--- config.mk ---
export PLATFORM = sky130hd
export DESIGN_NAME = tdac_pwm
export DESIGN_NICKNAME = d
export VERILOG_FILES = /design/src/rtl/tdac_pkg.sv /design/src/rtl/tdac_counter.sv /design/src/rtl/tdac_latches.sv /design/src/rtl/tdac_pulse.sv /design/src/rtl/tdac_pwm.sv
export SDC_FILE = /design/constraint.sdc
export NUM_CORES = 1
export LEC_CHECK = 0
export ABC_CLOCK_PERIOD_IN_PS = 3250
export CAP_MARGIN = 20
export CORE_UTILIZATION = 45
export DETAILED_ROUTE_END_ITERATION = 8
export PLACE_DENSITY = 0.65
export SETUP_SLACK_MARGIN = 0.3
export SYNTH_ARGS = -nofsm -noshare
export SYNTH_HDL_FRONTEND = slang
export SYNTH_SLANG_ARGS = --single-unit
--- constraint.sdc ---
create_clock -name clk_i -period 3.25 [get_ports clk_i]
set_input_delay 0.325 -clock clk_i [delete_from_list [all_inputs] [get_ports clk_i]]
set_output_delay 0.325 -clock clk_i [all_outputs]
set_load 0.02 [all_outputs]
--- src/rtl/tdac_pkg.sv ---
package tdac_pkg;
  localparam int unsigned SUB_W_DEF = 7;
endpackage

--- src/rtl/tdac_counter.sv ---
module tdac_counter #(
  parameter int unsigned CNT_W = 14,
  parameter int unsigned POS_W = 7
) (
  input  logic             clk_i,
  input  logic             rst_ni,
  output logic [CNT_W-1:0] cnt_o,
  output logic             sub_end_o
);
  logic [CNT_W-1:0] cnt_q;

  always_ff @(posedge clk_i or negedge rst_ni) begin
    if (!rst_ni) cnt_q <= '0;
    else         cnt_q <= cnt_q + 1'b1;
  end

  assign cnt_o     = cnt_q;
  assign sub_end_o = &cnt_q[POS_W-1:0];

  p_cnt_step_r1: assert property (@(posedge clk_i) disable iff (!rst_ni)
    (cnt_q != '1) |=> (cnt_q == $past(cnt_q) + 1'b1));
  p_cnt_wrap_r1: assert property (@(posedge clk_i) disable iff (!rst_ni)
    (cnt_q == '1) |=> (cnt_q == '0));
endmodule

--- src/rtl/tdac_latches.sv ---
module tdac_latches #(
  parameter int unsigned SUB_W = 7
) (
  input  logic             clk_i,
  input  logic             rst_ni,
  input  logic             coarse_wr_i,
  input  logic [SUB_W-1:0] coarse_data_i,
  input  logic             fine_wr_i,
  input  logic [SUB_W-1:0] fine_data_i,
  input  logic             sub_end_i,
  output logic [SUB_W-1:0] work_coarse_o,
  output logic [SUB_W-1:0] work_fine_o,
  output logic             armed_o
);
  logic [SUB_W-1:0] coarse_q, fine_q, coarse_nxt, fine_nxt;
  logic [SUB_W-1:0] wcoarse_q, wfine_q;
  logic             pend_q, armed_q, commit;

  assign coarse_nxt = coarse_wr_i ? coarse_data_i : coarse_q;
  assign fine_nxt   = fine_wr_i   ? fine_data_i   : fine_q;
  // a fine write landing on the boundary clock commits at once
  assign commit     = sub_end_i & (pend_q | fine_wr_i);

  always_ff @(posedge clk_i or negedge rst_ni) begin
    if (!rst_ni) begin
      coarse_q  <= '1;
      fine_q    <= '1;
      wcoarse_q <= '1;
      wfine_q   <= '1;
      pend_q    <= 1'b0;
      armed_q   <= 1'b0;
    end else begin
      coarse_q <= coarse_nxt;
      fine_q   <= fine_nxt;
      if (commit) begin
        wcoarse_q <= coarse_nxt;
        wfine_q   <= fine_nxt;
        armed_q   <= 1'b1;
        pend_q    <= 1'b0;
      end else if (fine_wr_i) begin
        pend_q <= 1'b1;
      end
    end
  end

  assign work_coarse_o = wcoarse_q;
  assign work_fine_o   = wfine_q;
  assign armed_o       = armed_q;

  p_hold_off_boundary_r6: assert property (@(posedge clk_i) disable iff (!rst_ni)
    !sub_end_i |=> ($stable(wcoarse_q) && $stable(wfine_q)));
  p_commit_clears_r6: assert property (@(posedge clk_i) disable iff (!rst_ni)
    (sub_end_i && (pend_q || fine_wr_i)) |=> (armed_q && !pend_q));
  p_no_arm_without_fine_r8: assert property (@(posedge clk_i) disable iff (!rst_ni)
    (!armed_q && !pend_q && !fine_wr_i) |=> !armed_q);
endmodule

--- src/rtl/tdac_pulse.sv ---
module tdac_pulse #(
  parameter int unsigned SUB_W = 7,
  localparam int unsigned CNT_W = 2 * SUB_W
) (
  input  logic             clk_i,
  input  logic             rst_ni,
  input  logic [CNT_W-1:0] cnt_i,
  input  logic [SUB_W-1:0] coarse_i,
  input  logic [SUB_W-1:0] fine_i,
  output logic             raw_o
);
  logic [SUB_W-1:0] pos, sub_idx, hit;
  logic             coarse_hi, fine_hi;

  assign pos     = cnt_i[SUB_W-1:0];
  assign sub_idx = cnt_i[CNT_W-1:SUB_W];

  // fine bit b owns sub-periods whose lowest set bit is SUB_W-1-b
  for (genvar b = 0; b < SUB_W; b++) begin : g_fine
    localparam int unsigned P = SUB_W - 1 - b;
    if (P == 0) begin : g_lsb
      assign hit[b] = sub_idx[0] & ~fine_i[b];
    end else begin : g_upper
      assign hit[b] = sub_idx[P] & ~(|sub_idx[P-1:0]) & ~fine_i[b];
    end
  end

  assign coarse_hi = (pos >= coarse_i);
  assign fine_hi   = (pos == '0) & (|hit);
  assign raw_o     = coarse_hi | fine_hi;

  p_fine_one_owner_r3: assert property (@(posedge clk_i) disable iff (!rst_ni)
    $onehot0(hit));
  p_no_fine_sub0_r4: assert property (@(posedge clk_i) disable iff (!rst_ni)
    (sub_idx == '0) |-> (hit == '0));
endmodule

--- src/rtl/tdac_pwm.sv ---
module tdac_pwm #(
  parameter int unsigned SUB_W = tdac_pkg::SUB_W_DEF,
  localparam int unsigned CNT_W = 2 * SUB_W
) (
  input  logic             clk_i,
  input  logic             rst_ni,
  input  logic             coarse_wr_i,
  input  logic [SUB_W-1:0] coarse_data_i,
  input  logic             fine_wr_i,
  input  logic [SUB_W-1:0] fine_data_i,
  input  logic             pol_i,
  output logic             tdac_o
);
  logic [CNT_W-1:0] cnt;
  logic             sub_end, armed, raw, out_q;
  logic [SUB_W-1:0] wcoarse, wfine;

  tdac_counter #(.CNT_W(CNT_W), .POS_W(SUB_W)) u_cnt (
    .clk_i, .rst_ni, .cnt_o(cnt), .sub_end_o(sub_end)
  );

  tdac_latches #(.SUB_W(SUB_W)) u_lat (
    .clk_i, .rst_ni,
    .coarse_wr_i, .coarse_data_i, .fine_wr_i, .fine_data_i,
    .sub_end_i(sub_end),
    .work_coarse_o(wcoarse), .work_fine_o(wfine), .armed_o(armed)
  );

  tdac_pulse #(.SUB_W(SUB_W)) u_pul (
    .clk_i, .rst_ni, .cnt_i(cnt),
    .coarse_i(wcoarse), .fine_i(wfine), .raw_o(raw)
  );

  always_ff @(posedge clk_i or negedge rst_ni) begin
    if (!rst_ni) out_q <= 1'b0;
    else         out_q <= (armed & raw) ^ ~pol_i;
  end

  assign tdac_o = out_q;

  p_idle_level_r8: assert property (@(posedge clk_i) disable iff (!rst_ni)
    !armed |=> (tdac_o == !$past(pol_i)));
endmodule

* Word-level counts from Yosys, hierarchy flattened *
Index checks and enable logic that the tools add are counted.

cells by class
  shift operators = 0
  bitwise operators = 33
  $lt $le $gt $ge = 1
  muxes and demuxes = 4
  $mul = 0
  equal/unequal tests = 0
  reduce and logical (&&, ||, !) cells = 9
  add/sub/neg operators = 1
  divide/modulo/power cells = 0

operators by type and width
  kind                                            number
  AND 1 bit                                       16
  adder 14 x 1 -> 14 bit (second input constant)  1
  2-to-1 mux 7 bit                                2
  NOT 1 bit                                       14
  greater-or-equal comparator 7 bit               1
  zero test 7 bit                                 1
  AND reduction 7 bit                             1
  OR reduction 7 bit                              1
  OR reduction 6 bit                              1
  OR reduction 5 bit                              1
  OR reduction 4 bit                              1
  OR reduction 3 bit                              1
  2-to-1 mux 1 bit                                2
  OR 1 bit                                        2
  nonzero test 2 bit                              1
  OR reduction 2 bit                              1
  XOR 1 bit                                       1

storage, ports and cells
  output and inout bits = 1
  bits in latches = 0
  logic and storage cells = 56
  bits in read-only memories = 0
  memories kept = 0
  register bits = 45
  RAM bits = 0
  bits of input ports = 19

* Depth between registers and ports, before layout *
Gate-level depths: netlist (run 1).

  word-level depth = 9
  gate-level depth with buffers = 7
  mapped depth without buffers = 7

* Modules after synthesis *
A second synthesis (run 1) with hierarchy kept.

unflattened totals
  cell total of the unflattened synthesis = 155
  area, all modules = 2128.3 um^2

by module, submodules not included
  module        seq. area each (um^2)  area each (um^2)  times used  cells each
  tdac_latches  785.8                  1207.4            1           65
  tdac_counter  350.3                  611.8             1           51
  tdac_pulse    0.0                    271.5             1           36
  tdac_pwm      25.0                   37.5              1           3

* Worst setup path before layout (run 1) *
No wires, ideal clock.

  path kind = register to register
  from = reg u_cnt.cnt_q[1] (netlist: u_cnt.cnt_o[1])
  to = reg u_lat.armed_q (netlist: u_lat.armed_o)
  path slack = 1589 ps
  cell stages (with the launch flop) = 7
  buffers on the path = 1
  required time = 3123 ps
  period minus slack after synthesis = 1661 ps
  arrival time = 1534 ps
  library setup time = 127 ps
  cells stage by stage = dfrtp_1 > ha_1 > and4_1 > and2b_4 > and2b_4 > buf_6 > or2_2

between the ends
  word-level cells in the longest chain between the ends = 2

RTL lines
  element                   line                text
  start: declaration        tdac_counter.sv:10  logic [CNT_W-1:0] cnt_q;
  start signal: assignment  tdac_counter.sv:14  else cnt_q <= cnt_q + 1'b1;
  AND reduction 7 bit       tdac_counter.sv:18  assign sub_end_o = &cnt_q[POS_W-1:0];
  AND 1 bit                 tdac_latches.sv:22  assign commit = sub_end_i & (pend_q | fine_wr_i);
  end signal: assignment    tdac_latches.sv:31  armed_q <= 1'b0;
  end signal: assignment    tdac_latches.sv:38  armed_q <= 1'b1;
  end: declaration          tdac_latches.sv:17  logic pend_q, armed_q, commit;

No other way between the ends.
A chain may end at the register's enable or synchronous reset.

* Final worst setup path (run 1) *
  from = reg u_cnt.cnt_q[1] (netlist: u_cnt.cnt_o[1])
  to = reg u_lat.wcoarse_q[0] (netlist: u_lat.work_coarse_o[0])

between the ends
  word-level cells in the longest chain between the ends = 2

RTL lines
  element                 line                text
  AND reduction 7 bit     tdac_counter.sv:18
  AND 1 bit               tdac_latches.sv:22
  end signal: assignment  tdac_latches.sv:36  wcoarse_q <= coarse_nxt;
  end: declaration        tdac_latches.sv:16  logic [SUB_W-1:0] wcoarse_q, wfine_q;

No other way between the ends.

==> results of run 1 <==
placed cells by master, fill, tap and decap left out:
master / Yosys / layout
sky130_fd_sc_hd__clkbuf_8: 0 / 5
sky130_fd_sc_hd__a21o_1: 1 / 1
sky130_fd_sc_hd__dfstp_2: 28 / 28
sky130_fd_sc_hd__xnor2_1: 8 / 8
sky130_fd_sc_hd__nand2_1: 15 / 15
sky130_fd_sc_hd__nor2_1: 3 / 3
sky130_fd_sc_hd__and4_1: 1 / 1
sky130_fd_sc_hd__ha_1: 9 / 9
sky130_fd_sc_hd__o21ai_0: 6 / 6
sky130_fd_sc_hd__o22ai_1: 1 / 1
sky130_fd_sc_hd__nor2b_2: 1 / 1
sky130_fd_sc_hd__buf_2: 1 / 1
sky130_fd_sc_hd__and3_1: 3 / 3
sky130_fd_sc_hd__clkinv_2: 0 / 1
sky130_fd_sc_hd__clkdlybuf4s50_1: 0 / 18
sky130_fd_sc_hd__nand2b_1: 1 / 1
sky130_fd_sc_hd__inv_1: 8 / 8
sky130_fd_sc_hd__or2_2: 1 / 1
sky130_fd_sc_hd__nand3b_1: 1 / 1
sky130_fd_sc_hd__nand4_1: 2 / 2
sky130_fd_sc_hd__nor3b_1: 2 / 2
sky130_fd_sc_hd__a21oi_1: 2 / 2
sky130_fd_sc_hd__o41ai_2: 2 / 2
sky130_fd_sc_hd__nor4_1: 1 / 1
sky130_fd_sc_hd__a2111oi_0: 1 / 1
sky130_fd_sc_hd__mux2_2: 22 / 22
sky130_fd_sc_hd__clkbuf_1: 2 / 2
sky130_fd_sc_hd__o31ai_1: 1 / 1
sky130_fd_sc_hd__dfrtp_1: 17 / 17
sky130_fd_sc_hd__and2b_4: 2 / 2
sky130_fd_sc_hd__xor2_1: 5 / 5
sky130_fd_sc_hd__nor3_1: 1 / 1
sky130_fd_sc_hd__nor2b_1: 2 / 2
sky130_fd_sc_hd__nand3_1: 8 / 8
flip-flops by register name (all words and copies together) (netlist names):
signal and flops:
u_cnt.cnt_o 14, tdac_o 1, u_lat.armed_o 1, u_lat.work_fine_o 7
u_lat.fine_q 7, u_lat.pend_q 1, u_lat.coarse_q 7, u_lat.work_coarse_o 7
layer usage:
| layer | track usage [%] | routed length, microns | up-vias |
|---|---|---|---|
| met2 | 24.3 | 1600 | 18 |
| met5 | 0 | 0 | - |
| met1 | 22.7 | 1620 | 594 |
| met4 | 6.12 | 36 | 0 |
| met3 | 4.97 | 112 | 4 |
| li1 | - | - | 593 |
where the power goes:
part / switching [mW] / leakage (nW) / internal (mW)
clock network: 0.176 / 0.0422 / 0.151
registers: 0.00381 / 0.508 / 0.591
logic: 0.0269 / 0.482 / 0.0355
total: 0.206 / 1.03 / 0.777
final cells by class:
class / count / area share [%]
Sequential cell: 45 / 49.7
Multi-Input combinational cell: 102 / 34.8
Timing Repair Buffer: 19 / 7.93
Clock buffer: 7 / 3.27
Tap cell: 52 / 2.79
Inverter: 8 / 1.29
Clock inverter: 1 / 0.214
cells by family after synthesis:
group,after synthesis,share of synthesized area [%]
flops,45,57.3
simple gates,44,11.6
mux,22,12.2
compound gates,14,5.06
xor+xnor,13,5.62
buf+inv,12,2.65
fa+ha+maj,9,5.56
cells in the mapped netlist:
master	n
sky130_fd_sc_hd__dfstp_2	28
sky130_fd_sc_hd__mux2_2	22
sky130_fd_sc_hd__dfrtp_1	17
sky130_fd_sc_hd__nand2_1	15
sky130_fd_sc_hd__ha_1	9
sky130_fd_sc_hd__inv_1	8
sky130_fd_sc_hd__nand3_1	8
sky130_fd_sc_hd__xnor2_1	8
sky130_fd_sc_hd__o21ai_0	6
sky130_fd_sc_hd__xor2_1	5
sky130_fd_sc_hd__and3_1	3
sky130_fd_sc_hd__nor2_1	3
sky130_fd_sc_hd__a21oi_1	2
sky130_fd_sc_hd__and2b_4	2
sky130_fd_sc_hd__clkbuf_1	2
sky130_fd_sc_hd__nand4_1	2
sky130_fd_sc_hd__nor2b_1	2
sky130_fd_sc_hd__nor3b_1	2
sky130_fd_sc_hd__o41ai_2	2
sky130_fd_sc_hd__a2111oi_0	1
sky130_fd_sc_hd__a21o_1	1
sky130_fd_sc_hd__and4_1	1
sky130_fd_sc_hd__buf_2	1
sky130_fd_sc_hd__buf_6	1
sky130_fd_sc_hd__nand2b_1	1
sky130_fd_sc_hd__nand3b_1	1
sky130_fd_sc_hd__nor2b_2	1
sky130_fd_sc_hd__nor3_1	1
sky130_fd_sc_hd__nor4_1	1
sky130_fd_sc_hd__o22ai_1	1
sky130_fd_sc_hd__o31ai_1	1
sky130_fd_sc_hd__or2_2	1
path summary, 6_finish.rpt:
check                      cells past startpoint                       from                            endpoint
min in group clk_i                             1  u_cnt.cnt_o[13]$_DFF_PN0_           u_cnt.cnt_o[13]$_DFF_PN0_
max reg2reg                                    5   u_cnt.cnt_o[1]$_DFF_PN0_  u_lat.work_coarse_o[0]$_DFFE_PN1P_
max                                            5   u_cnt.cnt_o[1]$_DFF_PN0_  u_lat.work_coarse_o[0]$_DFFE_PN1P_
min reg2reg                                    1  u_cnt.cnt_o[13]$_DFF_PN0_           u_cnt.cnt_o[13]$_DFF_PN0_
min                                            1                     rst_ni           u_cnt.cnt_o[12]$_DFF_PN0_
max in group asynchronous                      1                     rst_ni            u_cnt.cnt_o[5]$_DFF_PN0_
metrics by stage:
| step | setup WS, ns | hold WS [ns] | util, % |
|---|---|---|---|
| after CTS | 1.37 | 0.213 | 53.6 |
| final | 1.40 | 0.179 | 53.6 |
| after global routing | 1.29 | 0.259 | 53.6 |
| after floorplan | 1.59 | 0.0294 | - |
| after global placement | 1.29 | 0.455 | 51.8 |
| after detailed placement | 1.22 | 0.466 | 51.8 |
worst reg2reg max path: cells and delay by family, from the launching register on:
family | cells | cell delay (ns)
simple gates | 3 | 0.73
flops | 1 | 0.42
mux | 1 | 0.38
fa+ha+maj | 1 | 0.25
==> summary.md, run 1 <==
The maximum fanout along the worst path works out to 21. The tools report the number of nets at the end of the flow as 209. Among the stages of the critical path, the cell type that occurs most often is sky130_fd_sc_hd__and2b_4.

Synthesis produced a netlist whose cell count is 159. The worst clock skew came out at 0.00685 ns. The top achievable clock speed was 539 MHz. The max-slew violation total from the final report is 0, and the actual slew at the worst max-slew pin is 0.956 ns. The global-route wire length before repair is 6110 microns. For this run, the number of standard cells in the final layout without fillers is 234. The slowest stage of the critical path is the sky130_fd_sc_hd__dfrtp_1 cell. TritonCTS built the clock tree. After detailed routing, the average wire length per cell comes to 14.4 microns. In this run the deepest clock path goes through 2 buffers. The initial core utilization is 46.6%.

The worst setup path is captured at a register. The CTS clock-pin slew for the worst setup and hold paths was 0.08 ns; the post-detailed-placement half-perimeter wirelength was 2410 microns. The multi-input combinational cells in the finished layout cover a total of 812 sq um.

Entering global routing, the biggest net connects 46 pins. Setup repair after global routing left no endpoint under its margin. Data on the critical path arrives at its endpoint at 2.08 ns.

The finished cells cover 2330 sq um. The run gives 0.148 mV as the maximum vdd drop. The highest cell delay on the worst timing path is 0.42 ns, and the total instance count after detailed placement is 226. For the number of global-route vias before repair, the log shows 1,294. The cell area that synthesis handed to floorplanning was 2030 sq um. The total grt overflow was 0; the buffers plus inverters on the worst setup path was 0. The proportion of netlist area held by the largest area contributor was 36.3%; the final wirelength was 3360 microns. The global-route total usage across every layer was 16.4%. The setup check on the worst reg-to-reg path leaves a slack of 1.40 ns. After clock tree synthesis, the repair step resized 0 gates. When the netlist entered floorplanning its net count stood at 187. In this run the power density over the cells is 421 nW/um^2. The logs give 2250 sq um for the area after detailed placement and 36.3% for the worst max-slew margin expressed relative to the limit.

The detail route stage leaves a number of antenna-violating nets equal to 0. The total design power is 984 uW, and the total of flip-flops plus latches after synthesis is 45. For the number of fillers in the final layout, the log shows 382.

For the worst setup path, the data required time is 3.47 ns. The residual DRC count was 0; the number of antenna violations at the first check in global routing was 0. The post-synthesis cell type count was 32; the depth of the CTS H-tree was 2. The critical path in this run is classified as reg2reg. Across the run, the number of max-cap violations was 0. After the first detailed-routing iteration, the DRC count stood at 84.

In this run the static leakage power is 1.03 nW. The number of clock buffers added by TritonCTS is 5. The initialized floorplan defines 24 standard-cell rows. Summed over all failing endpoints, the final setup total negative slack is 0 ns. At the later pin of the worst-skew pair, clock insertion delay measures 0.29 ns.

Walking the worst path, the cells encountered are ha_1 > and4_1 > and2b_4 > and2b_4 > mux2_2. The floorplan core area was 4350 sq um. Of all cell types, the one taking the most synthesized area is sky130_fd_sc_hd__dfstp_2.

Setup violations remaining at the end of the flow were counted as 0. The tree is rooted in a sky130_fd_sc_hd__clkbuf_8. The area growth from synthesis to layout is 15.2%.

The worst hold path belongs to the class in2async. From bottom edge to top edge, the die measures 69.1 microns. The total number of yosys warnings was 0. The via density per instance was 5.17; the final count of hold timing violations was 0.

The number of buffers inserted by port buffering came out at 19. On the critical path the largest part of the delay comes from simple AND/OR/NAND/NOR gates. For this run, the detailed router's first-pass iteration total came to 4.

The clock period minus worst slack is 1.85 ns. The tools report the flip-flop and latch area as 1160 sq um. Part of the Yosys area used for sequential elements: 57.3%.

STA classifies the critical path startpoint as a register. The die footprint is 4780 sq um, and the count of clock tree sinks is 45. Number of hold-repair buffers added at the cts stage: 0.

The run finished with clean final reports. 0 antenna diodes ended up in the layout. The last weighted congestion value of the routability-driven placer is 0.759, and the post-synthesis area per instance is 12.7 sq um. In the post-synthesis netlist, the biggest area contributors are sky130_fd_sc_hd__dfstp_2 (36%), sky130_fd_sc_hd__dfrtp_1 (21%), sky130_fd_sc_hd__mux2_2 (12%).

The portion of the clock cycle consumed by the worst path in the final layout came out at 57.1%. The horizontal die dimension was 69.1 microns. The logs give 0 for the number of buffers inserted by post-CTS setup repair and 20 for the count of boundary I/O pins. The detailed router placed 1,209 vias in this run.

In the final layout, the share of cells above drive strength 1 is 34.6%.
No activity file was read; power rests on OpenSTA's default activity.
==> run 2, diff against run 1 <==
- ABC_CLOCK_PERIOD_IN_PS: 3250 -> 1700
- PLACE_DENSITY: 0.65 -> 0.68
- clock period: 3.25 -> 1.7 ns (I/O delays scaled with it)
==> run 2 against run 1 <==
- first-iteration DRC count shrank 38%
- sequential cell count is the same
- critical path depth is the same
- clock power grew 140%
- worst hold slack gained 0.21 ns
- die area is the same
- maximum frequency grew 16%
- via count grew 11%
- core utilization grew 8.9 points
==> summary.md, run 2 (same netlist as run 1, synthesis figures left out) <==
The run gives 0 as the diode insertion count for antenna repair. The register with the most flip-flops in the layout has 14 of them. The floorplan step set the die height to 69.1 microns. Entering global routing, the biggest net connects 24 pins. For this run, the number of standard cells in the final layout without fillers is 252. The logs give 102 microns for the detailed-routed wire length on met3 and 0 for the final-report setup violation count. Uppermost metal layer occupied by signal nets: met4. For the final database, setup skew stands at 0.00598 ns.

The setup TNS after final layout is 0 ns. In this run, placement finished with an instance count of 233. The remaining antenna violation count was 0; the post-synthesis to final-layout area growth was 34.4%. Wires add up to 4140 microns. The worst-case IR drop observed on VDD is 0.358 mV. The tools report the startpoint type of the worst setup path as a register. In this run the worst setup path terminates at tdac_o$_DFF_PN0_.

After detailed routing, the number of vias per cell comes to 5.34. For this design, the slowest cell found on the critical path is sky130_fd_sc_hd__dfrtp_1. For this design the static power due to leakage is 1.19 nW.

The number of global-route vias before repair was 1,458; the global-route total usage across every layer was 19.1%. The worst max-slew margin expressed relative to the limit came out at 64.2%. The clock insertion delay at the later pin of the skew report is 0.30 ns, and the residual DRC count is 0.

The tools report the total grt overflow as 0. The floorplan core area was 4350 sq um. The flow ran to the end, and the final reports show no timing, DRC or antenna violations.

Row generation in the floorplan step produced 24 rows. Across the run, the number of max-cap violations was 0. The critical path goes through nor2b_1 > o31ai_2 > o22ai_2 > o41ai_2 > xor2_1. For the detailed-routing iteration count for the pre-antenna-repair pass, the log shows 4.

The highest cell delay on the worst timing path is 0.46 ns. Leaving out fill and tap cells, the most frequent cell in the layout is sky130_fd_sc_hd__dfstp_2. The tools report the launch point of the worst reg-to-reg path as u_cnt.cnt_o[8]$_DFF_PN0_. The routed design could run at a clock period as short as 1.59 ns. The pre-CTS worst setup slack was 0.0213 ns; the maximum fanout along the worst path was 6. The wire length on met2 was 2060 microns; the post-detailed-placement half-perimeter wirelength was 2850 microns.

After clock tree synthesis, the clock-pin slew on the worst setup and hold paths is 0.08 ns. The share of cells above drive strength 1 was 59.0%; the number of nets at the end of the flow was 227. Summing all placed instances gives a cell area of 2350 sq um.

The buffers plus inverters on the worst setup path works out to 0. Startpoint of the worst setup timing path: u_cnt.cnt_o[8]$_DFF_PN0_. Setup repair after global routing could not meet its margin everywhere. The final count of hold timing violations is 0, and the number of antenna violations at the first check in global routing is 0. For this configuration, the core starts out at a cell density of 46.6%.

Across all layers, the routed design uses 1,346 vias. Counting cells, the worst reg-to-reg path comes to 5. In the final routed layout, each cell accounts on average for 16.4 microns. The portion of the clock cycle consumed by the worst path in the final layout works out to 93.7%.

20 I/O pins were placed. Routability-driven placement finished with a final weighted congestion of 0.801. The endpoint of the most critical register-to-register path was tdac_o$_DFF_PN0_.

Total power for the finished layout comes to 2.05 mW. In the layout the commonest cells are sky130_fd_sc_hd__dfstp_2 (28), sky130_fd_sc_hd__clkdlybuf4s50_1 (17), sky130_fd_sc_hd__mux2_2 (14). The top achievable clock speed was 628 MHz; the count of clock tree sinks was 45.

The tools report the data required time at the worst endpoint as 1.93 ns. The logs give 0.11 ns for the minimum setup slack among reg-to-reg paths and 0 for the max-slew violation total from the final report. The root buffer cell chosen for the clock tree is sky130_fd_sc_hd__clkbuf_8. On the critical path the largest part of the delay comes from compound AO/OA/AOI/OAI gates.

The die covers 4780 sq um. Path length in cells of the critical path: 5. Power density over cell area: 753 nW/um^2. TritonCTS built the clock tree.

No sink is reached through more buffers than the 2 on the longest clock path. The type of the most critical hold path is in2async. STA classifies the critical path endpoint as a register.

Once layout is done, the placed cells without fillers occupy 2720 sq um. The global-route wire length before repair is 7010 microns. The classification of the worst setup path was reg2reg. The depth of the CTS H-tree was 2.

The horizontal die dimension was 69.1 microns; the number of DRC violations after detailed-routing iteration 0 was 52. The run gives 1870 microns as the sum of routed wire segments on met1. The data arrival time of the critical path came out at 1.82 ns. The post-layout worst setup margin was 0.108 ns.

The count of buffers added on input and output ports is 19. CTS buffer count: 5. For the pin with the worst max-slew slack, the measured transition is 0.538 ns.
==> run 2: cell count changes in the layout (fill, tap and decap cells not counted), sizes merged <==
| cell | change |
|---|---|
| dlygate4sd2 | +1 |
| and2b | +1 |
| buf | +16 |
| clkbuf | +1 |
| clkinv | -1 |
| dlygate4sd3 | +1 |
| clkdlybuf4s50 | -1 |
==> run 2: metrics by stage <==
stage               utilization [%]  hold slack [ns]
floorplan                         -           -0.126
CTS                            59.5            0.405
global placement               53.9            0.171
global route                   62.6            0.446
detailed placement             53.9            0.186
finish                         62.6            0.385
==> run 2: layout make-up <==
| class | instances | area, sq um |
|---|---|---|
| fill | 338 | 1630 |
| sequential | 45 | 1170 |
| multi-input combinational | 103 | 1010 |
| timing repair buffer | 36 | 338 |
| clock buffer | 8 | 111 |
| tap | 52 | 65.1 |
| inverter | 8 | 30.0 |
==> run 2: worst min-delay path by stage <==
stage / to / cells after the start
after CTS: tdac_o$_DFF_PN0_ / 2
after global routing: tdac_o$_DFF_PN0_ / 2
after global placement: u_lat.armed_o$_DFFE_PN0P_ / 1
after detailed placement: u_cnt.cnt_o[9]$_DFF_PN0_ / 1
final: tdac_o$_DFF_PN0_ / 2
after floorplan: tdac_o$_DFF_PN0_ / 0
==> run 2: power by group <==
group	switching, mW	total, mW	internal (mW)
sequential	0.00854	1.14	1.13
clock	0.352	0.772	0.420
combinational	0.0628	0.141	0.0785
==> run 2: worst reg2reg max path, stage by stage (launching register included) <==
cell	delay, ns
sky130_fd_sc_hd__dfrtp_1	0.46
sky130_fd_sc_hd__nor2b_1	0.17
sky130_fd_sc_hd__o31ai_2	0.27
sky130_fd_sc_hd__o22ai_2	0.12
sky130_fd_sc_hd__o41ai_2	0.34
sky130_fd_sc_hd__xor2_1	0.16
==> run 2: what timing repair did <==
item	CTS	global route
pin swaps	7	12
buffers inserted	4	4
hold endpoints to repair	7	0
hold buffers	1	0
endpoints found under the setup margin	22	21
gates resized for setup	27	28
gates cloned	2	0
==> run 2: per-layer routing <==
layer  vias up  track usage, %
met5         -               0
met4         0            9.30
met3        11            3.95
met2        24            29.4
met1       682            25.6
li1        629               -
